**config.mk**
```make
export PLATFORM = sky130hd
export DESIGN_NAME = boundary_offset_filter
export DESIGN_NICKNAME = d
export VERILOG_FILES = /design/src/rtl/bof_pkg.sv /design/src/rtl/bof_step.sv /design/src/rtl/bof_lane.sv /design/src/rtl/boundary_offset_filter.sv
export SDC_FILE = /design/constraint.sdc
export NUM_CORES = 1
export LEC_CHECK = 0
export ABC_AREA = 1
export CAP_MARGIN = 20
export CORE_ASPECT_RATIO = 1.75
export CORE_MARGIN = 5
export CORE_UTILIZATION = 40
export CTS_CLUSTER_DIAMETER = 100
export DETAILED_ROUTE_END_ITERATION = 8
export DONT_BUFFER_PORTS = 1
export SLEW_MARGIN = 10
export SYNTH_ARGS = -nofsm -noshare
export SYNTH_HDL_FRONTEND = slang
export SYNTH_SLANG_ARGS = --single-unit
```
**constraint.sdc**
```tcl
create_clock -name clk -period 3.9 [get_ports clk]
set_clock_uncertainty 0.1 [all_clocks]
set_input_delay 0.78 -clock clk [delete_from_list [all_inputs] [get_ports clk]]
set_output_delay 0.78 -clock clk [all_outputs]
set_load 0.05 [all_outputs]
```
**src/rtl/bof_pkg.sv**
```systemverilog
// Package: shared types for the boundary offset filter.
// Assumes: nothing; pure declarations.
package bof_pkg;
    // Which side of the block seam a lane lies on; selects subtract or add.
    typedef enum logic {
        SIDE_LEFT  = 1'b0,
        SIDE_RIGHT = 1'b1
    } seam_side_e;

    // Shift applied to a seam pixel that is flagged as an edge.
    localparam int SEAM_EDGE_SHIFT = 2;
endpackage

```
**src/rtl/bof_step.sv**
```systemverilog
// Module: bof_step
// Computes the signed jump across the seam from the two pixels beside it.
// Assumes: unsigned pixels of PIX_W bits; the result is one bit wider and signed.
module bof_step #(
    parameter int PIX_W = 8
) (
    input  logic [PIX_W-1:0]      near_left,
    input  logic [PIX_W-1:0]      near_right,
    output logic signed [PIX_W:0] step
);
    // Zero-extend both pixels and subtract them as signed values.
    always_comb begin
        step = $signed({1'b0, near_left}) - $signed({1'b0, near_right});
    end
endmodule

```
**src/rtl/bof_lane.sv**
```systemverilog
// Module: bof_lane
// Corrects one pixel by a shifted fraction of the seam step, gated by its edge flag.
// Assumes: DIST counts lanes away from the seam (0 = seam neighbour); the smooth
// shift is DIST+1; edge-flagged lanes are left alone unless DIST is 0.
module bof_lane
    import bof_pkg::*;
#(
    parameter int         PIX_W = 8,
    parameter int         DIST  = 0,
    parameter seam_side_e SIDE  = SIDE_LEFT
) (
    input  logic [PIX_W-1:0]      pix,
    input  logic                  edge_flag,
    input  logic signed [PIX_W:0] step,
    output logic [PIX_W-1:0]      corr
);
    localparam int SMOOTH_SH = DIST + 1;
    localparam bit IS_SEAM   = (DIST == 0);
    localparam int SUM_W     = PIX_W + 2;
    localparam int PIX_MAX   = (1 << PIX_W) - 1;

    logic signed [PIX_W:0]   frac;
    logic signed [SUM_W-1:0] pix_ext;
    logic signed [SUM_W-1:0] frac_ext;
    logic signed [SUM_W-1:0] sum;

    // Pick the fraction: smooth shift, seam fallback shift, or nothing.
    always_comb begin
        if (!edge_flag)
            frac = step >>> SMOOTH_SH;
        else if (IS_SEAM)
            frac = step >>> SEAM_EDGE_SHIFT;
        else
            frac = '0;
        pix_ext  = $signed({2'b00, pix});
        frac_ext = SUM_W'(frac);
    end

    // Apply the fraction with the sign chosen by the side of the seam.
    generate
        if (SIDE == SIDE_LEFT) begin : g_left
            always_comb sum = pix_ext - frac_ext;
        end else begin : g_right
            always_comb sum = pix_ext + frac_ext;
        end
    endgenerate

    // Clamp the result to the pixel range.
    always_comb begin
        if (sum < 0)
            corr = '0;
        else if (sum > SUM_W'(PIX_MAX))
            corr = PIX_W'(PIX_MAX);
        else
            corr = sum[PIX_W-1:0];
    end
endmodule

```
**src/rtl/boundary_offset_filter.sv**
```systemverilog
// Module: boundary_offset_filter
// Top: one line of LANES pixels crossing a block seam in its middle is corrected
// per enabled clock, and the result is registered.
// Assumes: LANES is even; the seam lies between lanes LANES/2-1 and LANES/2
// (zero-based). Lane 0 sits in the low bits of the vectors.
module boundary_offset_filter
    import bof_pkg::*;
#(
    parameter int PIX_W = 8,
    parameter int LANES = 8
) (
    input  logic                     clk,
    input  logic                     rst_n,
    input  logic                     pass_en,
    input  logic                     vec_in_valid,
    input  logic [LANES*PIX_W-1:0]   vec_in,
    input  logic [LANES-1:0]         edge_in,
    output logic [LANES*PIX_W-1:0]   vec_out,
    output logic                     vec_valid
);
    localparam int HALF  = LANES / 2;
    localparam int VEC_W = LANES * PIX_W;

    logic signed [PIX_W:0] seam_step;
    logic [VEC_W-1:0]      corr_vec;
    logic                  capture;

    assign capture = vec_in_valid & pass_en;

    // Jump across the seam from the two lanes beside it.
    bof_step #(.PIX_W(PIX_W)) u_step (
        .near_left  (vec_in[(HALF-1)*PIX_W +: PIX_W]),
        .near_right (vec_in[HALF*PIX_W +: PIX_W]),
        .step       (seam_step)
    );

    // One correction lane per pixel; distance and side follow from the position.
    generate
        for (genvar i = 0; i < LANES; i++) begin : g_lane
            if (i < HALF) begin : g_l
                bof_lane #(.PIX_W(PIX_W), .DIST(HALF-1-i), .SIDE(SIDE_LEFT)) u_lane (
                    .pix       (vec_in[i*PIX_W +: PIX_W]),
                    .edge_flag (edge_in[i]),
                    .step      (seam_step),
                    .corr      (corr_vec[i*PIX_W +: PIX_W])
                );
            end else begin : g_r
                bof_lane #(.PIX_W(PIX_W), .DIST(i-HALF), .SIDE(SIDE_RIGHT)) u_lane (
                    .pix       (vec_in[i*PIX_W +: PIX_W]),
                    .edge_flag (edge_in[i]),
                    .step      (seam_step),
                    .corr      (corr_vec[i*PIX_W +: PIX_W])
                );
            end
        end
    endgenerate

    // Output register: load on capture, hold otherwise, clear on reset.
    always_ff @(posedge clk) begin
        if (!rst_n) begin
            vec_out   <= '0;
            vec_valid <= 1'b0;
        end else begin
            vec_valid <= capture;
            if (capture)
                vec_out <= corr_vec;
        end
    end


    valid_delay_chk: assert property (@(posedge clk) disable iff (!rst_n)
        capture |=> vec_valid);

    valid_idle_chk: assert property (@(posedge clk) disable iff (!rst_n)
        !capture |=> !vec_valid);

    hold_chk: assert property (@(posedge clk) disable iff (!rst_n)
        !capture |=> $stable(vec_out));

    seam_direction_chk: assert property (@(posedge clk) disable iff (!rst_n)
        (capture && seam_step >= 0) |=>
            (vec_out[(HALF-1)*PIX_W +: PIX_W] <= $past(vec_in[(HALF-1)*PIX_W +: PIX_W]))
         && (vec_out[HALF*PIX_W +: PIX_W] >= $past(vec_in[HALF*PIX_W +: PIX_W])));

    generate
        for (genvar k = 0; k < LANES; k++) begin : g_edge_chk
            if (k != HALF-1 && k != HALF) begin : g_outer

                edge_keep_chk: assert property (@(posedge clk) disable iff (!rst_n)
                    (capture && edge_in[k]) |=>
                        vec_out[k*PIX_W +: PIX_W] == $past(vec_in[k*PIX_W +: PIX_W]));
            end
        end
    endgenerate
endmodule

```
==> flow_summary.html <==
<table>
<tr><th>Metric</th><th>Value</th></tr>
<tr><th colspan="2">Run status</th></tr>
<tr><td>Status</td><td>completed</td></tr>
<tr><th colspan="2">Floorplan</th></tr>
<tr><td>Core footprint</td><td>15880 µm²</td></tr>
<tr><td>Floorplan die area</td><td>18930 µm²</td></tr>
<tr><td>Number of primary I/O pins</td><td>141</td></tr>
<tr><td>Row cnt</td><td>61</td></tr>
<tr><td>Effective utilization at floorplan</td><td>40.78%</td></tr>
<tr><td>Die Y-Extent</td><td>178.3 µm</td></tr>
<tr><td>Die width</td><td>106.2 µm</td></tr>
<tr><th colspan="2">Detailed routing</th></tr>
<tr><td>Routed wire length</td><td>19600 µm</td></tr>
<tr><td>Met3 wirelength from detailed routing</td><td>932 µm</td></tr>
<tr><td>Routed met1 length</td><td>6773 µm</td></tr>
<tr><td>Number of routed nets with antenna violations</td><td>0</td></tr>
<tr><td>Via count</td><td>6534</td></tr>
<tr><td>Highest routing layer actually used</td><td>met4</td></tr>
<tr><td>Metal2 WL</td><td>11250 µm</td></tr>
<tr><td>Via density per instance</td><td>5.007</td></tr>
<tr><td>Iteration-0 DRC count of the detailed router</td><td>180</td></tr>
<tr><td>Number of detailed-routing iterations run before antenna repair</td><td>4</td></tr>
<tr><td>Post-route DRC violation count</td><td>0</td></tr>
<tr><td>Detailed-route wire length per cell</td><td>15.02 µm</td></tr>
<tr><th colspan="2">Worst setup path</th></tr>
<tr><td>Critical Path End Type</td><td>flip-flop</td></tr>
<tr><td>Startpoint of the worst-slack reg-to-reg timing path</td><td>vec_out[18]</td></tr>
<tr><td>Kind of critical path</td><td>in -&gt; reg</td></tr>
<tr><td>Setup slack of the most critical reg-to-reg path</td><td>2760 ps</td></tr>
<tr><td>Critical register-to-register path endpoint</td><td>vec_out[18]</td></tr>
<tr><td>Critical Path Max Stage Delay</td><td>320 ps</td></tr>
<tr><td>Worst-path cell with the longest stage delay</td><td>ha_1</td></tr>
<tr><td>Required time of the critical path</td><td>3980 ps</td></tr>
<tr><td>Depth of the most critical reg-to-reg path</td><td>2</td></tr>
<tr><td>CP Launch Type</td><td>input port</td></tr>
<tr><td>Arrival time reported for the critical path endpoint</td><td>3880 ps</td></tr>
<tr><td>Maximum net fanout on the critical path</td><td>5</td></tr>
<tr><td>Series of cell instances along the critical path</td><td>clkinvlp_4 -&gt; ha_4 -&gt; nand2_2 -&gt; o21ai_2 -&gt; a21oi_2 -&gt; o21bai_1 -&gt; nand2_1 -&gt; nand2_1 -&gt; a21oi_2 -&gt; buf_4 -&gt; xor2_4 -&gt; buf_6 -&gt; nor2_2 -&gt; ha_1 -&gt; buf_4 -&gt; buf_4 -&gt; nand2_1 -&gt; nor2_1 -&gt; a21oi_2 -&gt; or2_1 -&gt; nand3_4 -&gt; inv_2 -&gt; o21ai_1 -&gt; a21oi_1</td></tr>
<tr><th colspan="2">Pwr</th></tr>
<tr><td>Worst supply voltage drop on vdd</td><td>0.1973 mV</td></tr>
<tr><td>Total power of the final layout</td><td>3.486 mW</td></tr>
<tr><td>P_leak</td><td>3.998 nW</td></tr>
<tr><td>Total power divided by cell area</td><td>423.1 nW/µm²</td></tr>
<tr><th colspan="2">Synth</th></tr>
<tr><td>Number of synthesized flops with an enable pin</td><td>0</td></tr>
<tr><td>Syn_nets</td><td>1132</td></tr>
<tr><td>Post-Synthesis Cells</td><td>971</td></tr>
<tr><td>Synth warnings</td><td>0</td></tr>
<tr><td>Number of register bits inferred by synthesis</td><td>65</td></tr>
<tr><td>Area of the mapped netlist</td><td>6474 µm²</td></tr>
<tr><td>Mean instance size in the synthesized netlist</td><td>6.667 µm²</td></tr>
<tr><td>Synth cell types</td><td>43</td></tr>
<tr><td>Dominant cells by area after synthesis</td><td>dfxtp_1 (20%), nand2_1 (17%), ha_1 (15%), a21oi_1 (7.9%), inv_1 (6.4%)</td></tr>
<tr><td>Most common flop cell mapped by yosys</td><td>dfxtp_1</td></tr>
<tr><td>Cell type contributing the most total cell area after synthesis</td><td>dfxtp_1</td></tr>
<tr><td>Most common cell in the synthesized netlist</td><td>nand2_1</td></tr>
<tr><td>Top cell types by occurrence after synthesis</td><td>nand2_1 (295), inv_1 (111), a21oi_1 (102)</td></tr>
<tr><td>Post-synth ARST share</td><td>0%</td></tr>
<tr><td>Fraction of the yosys area taken by sequential cells</td><td>20.10%</td></tr>
<tr><td>Area fraction of the dominant cell type after synthesis</td><td>20.10%</td></tr>
<tr><th colspan="2">STA</th></tr>
<tr><td>Ratio of final minimum period to clock period</td><td>97.29%</td></tr>
<tr><td>Hold Violations, Final</td><td>0</td></tr>
<tr><td>Final critical-path setup slack</td><td>105.7 ps</td></tr>
<tr><td>Setup repair after global routing missed its margin</td><td>yes</td></tr>
<tr><td>Fin crit period</td><td>3794 ps</td></tr>
<tr><td>Count of final max-slew check failures</td><td>0</td></tr>
<tr><td>Number of failing setup endpoints in the final timing report</td><td>0</td></tr>
<tr><td>Max-slew headroom</td><td>55.96%</td></tr>
<tr><td>Worst hold margin</td><td>618.9 ps</td></tr>
<tr><td>Maximum clock frequency</td><td>263.6 MHz</td></tr>
<tr><td>Least-Margin Pin Slew</td><td>660.5 ps</td></tr>
<tr><td>Setup TNS</td><td>0 ps</td></tr>
<tr><th colspan="2">Worst hold path</th></tr>
<tr><td>Startpoint of the worst hold path</td><td>vec_out[55]</td></tr>
<tr><td>Cells on Worst Hold Path</td><td>2</td></tr>
<tr><td>Type of the worst min-delay path</td><td>reg -&gt; reg</td></tr>
<tr><td>Hold worst-path end</td><td>vec_out[55]</td></tr>
<tr><th colspan="2">Cells and area</th></tr>
<tr><td>Share of cells above drive strength 1</td><td>24.55%</td></tr>
<tr><td>Number of non-filler instances in the completed layout</td><td>1305</td></tr>
<tr><td>Layout area overhead</td><td>27.29%</td></tr>
<tr><td>Post-route standard cell area excluding fillers</td><td>8240 µm²</td></tr>
<tr><td>Final #Nets</td><td>1272</td></tr>
<tr><td>Core occupancy in the finished layout</td><td>51.91%</td></tr>
<tr><td>Antenna diode instance count</td><td>0</td></tr>
<tr><th colspan="2">Clock network</th></tr>
<tr><td>Clock root buffer master</td><td>clkbuf_16</td></tr>
<tr><td>CTS tree</td><td>built</td></tr>
<tr><td>Clock buffer count from CTS</td><td>9</td></tr>
<tr><td>Latest clock arrival within the worst-skew pair</td><td>330 ps</td></tr>
<tr><td>Clock-pin slew on the worst setup and hold paths</td><td>60 ps</td></tr>
<tr><td>Maximum count of clock buffers along a single path</td><td>2</td></tr>
<tr><td>Post-CTS Hold Fix Bufs</td><td>0</td></tr>
<tr><td>Htree depth</td><td>3</td></tr>
<tr><td>Clock sink count</td><td>65</td></tr>
<tr><th colspan="2">GRT</th></tr>
<tr><td>Total GRT Usage</td><td>20.81%</td></tr>
<tr><td>GRT Residual Overflow</td><td>0</td></tr>
<tr><td>Maximum number of pins on one net before global-route repair</td><td>66</td></tr>
<tr><td>Number of antenna violations at the first check in global routing</td><td>0</td></tr>
<tr><td>First-pass GRT wire length</td><td>31310 µm</td></tr>
<tr><td>Via count of the first global-routing pass</td><td>6439</td></tr>
<tr><th colspan="2">Place</th></tr>
<tr><td>Count of input and output buffers</td><td>0</td></tr>
<tr><td>Pre-CTS worst setup slack</td><td>-412.9 ps</td></tr>
<tr><td>Final Wtd Congestion</td><td>0.8947</td></tr>
<tr><td>Placed wire-length estimate</td><td>16100 µm</td></tr>
<tr><td>Placed Cells</td><td>1278</td></tr>
<tr><td>Placement-stage cell area</td><td>7644 µm²</td></tr>
<tr><th colspan="2">Flow run</th></tr>
<tr><td>Maximum Capacitance Violations</td><td>0</td></tr>
</table>
## what timing repair did
action                                  CTS  global route
endpoints found under the setup margin   14            64
resized for setup                         1            52
pin swaps                                 0            32
setup buffers                             0            11
## worst max path at each step
| stage | start | end | cells past startpoint |
|---|---|---|---|
| 5_1_grt | vec_in[34] | vec_out[40] | 24 |
| 4_1_cts | vec_in[34] | vec_out[40] | 25 |
| 3_5_place_dp | vec_in[34] | vec_out[40] | 25 |
| 6_report | vec_in[33] | vec_out[40] | 24 |
| 2_1_floorplan | vec_in[34] | vec_out[17] | 20 |
| 3_3_place_gp | vec_in[34] | vec_out[40] | 25 |
## state kept, by name, indices dropped and copies added (netlist names)
| name | count |
|---|---|
| vec_out | 64 |
| vec_valid | 1 |
## worst max-delay path, delay by kind of cell
| kind | cells | cell delay (ps) |
|---|---|---|
| AO/OA/AOI/OAI | 7 | 790 |
| XOR/XNOR | 1 | 180 |
| adder cells (fa/ha/maj) | 2 | 610 |
| buffers and inverters | 6 | 680 |
| AND/OR/NAND/NOR | 8 | 840 |
## per-layer routing
metal	GRT usage (%)	vias to the layer above
met3	4.201	34
met1	20.24	2943
met2	41.77	129
li1	-	3428
met5	0	-
met4	8.212	0
## cell type report
cell class | instances | area [µm²]
flip-flops and latches | 65 | 1301
clock inverters | 7 | 95.09
inverters | 120 | 456.7
well taps | 189 | 236.5
fillers | 1642 | 7635
multi-input cells | 770 | 4833
repair buffers | 145 | 1092
clock buffers | 9 | 225.2
## layout by cell type (no fill, tap or decap), drive strengths merged
master	n
a21o	4
a21oi	122
and2	5
and3	1
buf	145
bufinv	2
clkbuf	9
clkinv	5
clkinvlp	2
dfxtp	65
fa	9
ha	76
inv	118
nand2	310
nand3	37
nand3b	4
nand4	8
nor2	62
nor3	9
o2111ai	3
o211ai	2
o21ai	52
o21bai	2
o221ai	3
o311ai	2
o31ai	2
or2	8
xnor2	17
xor2	32
## where the power goes
| part | leakage [nW] | switching (mW) | total [mW] | internal (mW) |
|---|---|---|---|---|
| combinational | 3.31 | 0.870 | 1.62 | 0.752 |
| clock | 0.155 | 0.323 | 0.883 | 0.560 |
| sequential | 0.530 | 0.257 | 0.982 | 0.725 |
## kinds of logic (layout without fill, tap and decap cells)
family,after synthesis,in the layout,synth area share (%)
adder cells (fa/ha/maj),85,85,17.47
flip-flops,65,65,20.10
XOR/XNOR,49,49,6.629
buffers and inverters,136,281,8.156
AO/OA/AOI/OAI,192,192,17.51
AND/OR/NAND/NOR,444,444,30.13
Note: power is estimated with default switching activity, not from simulation.
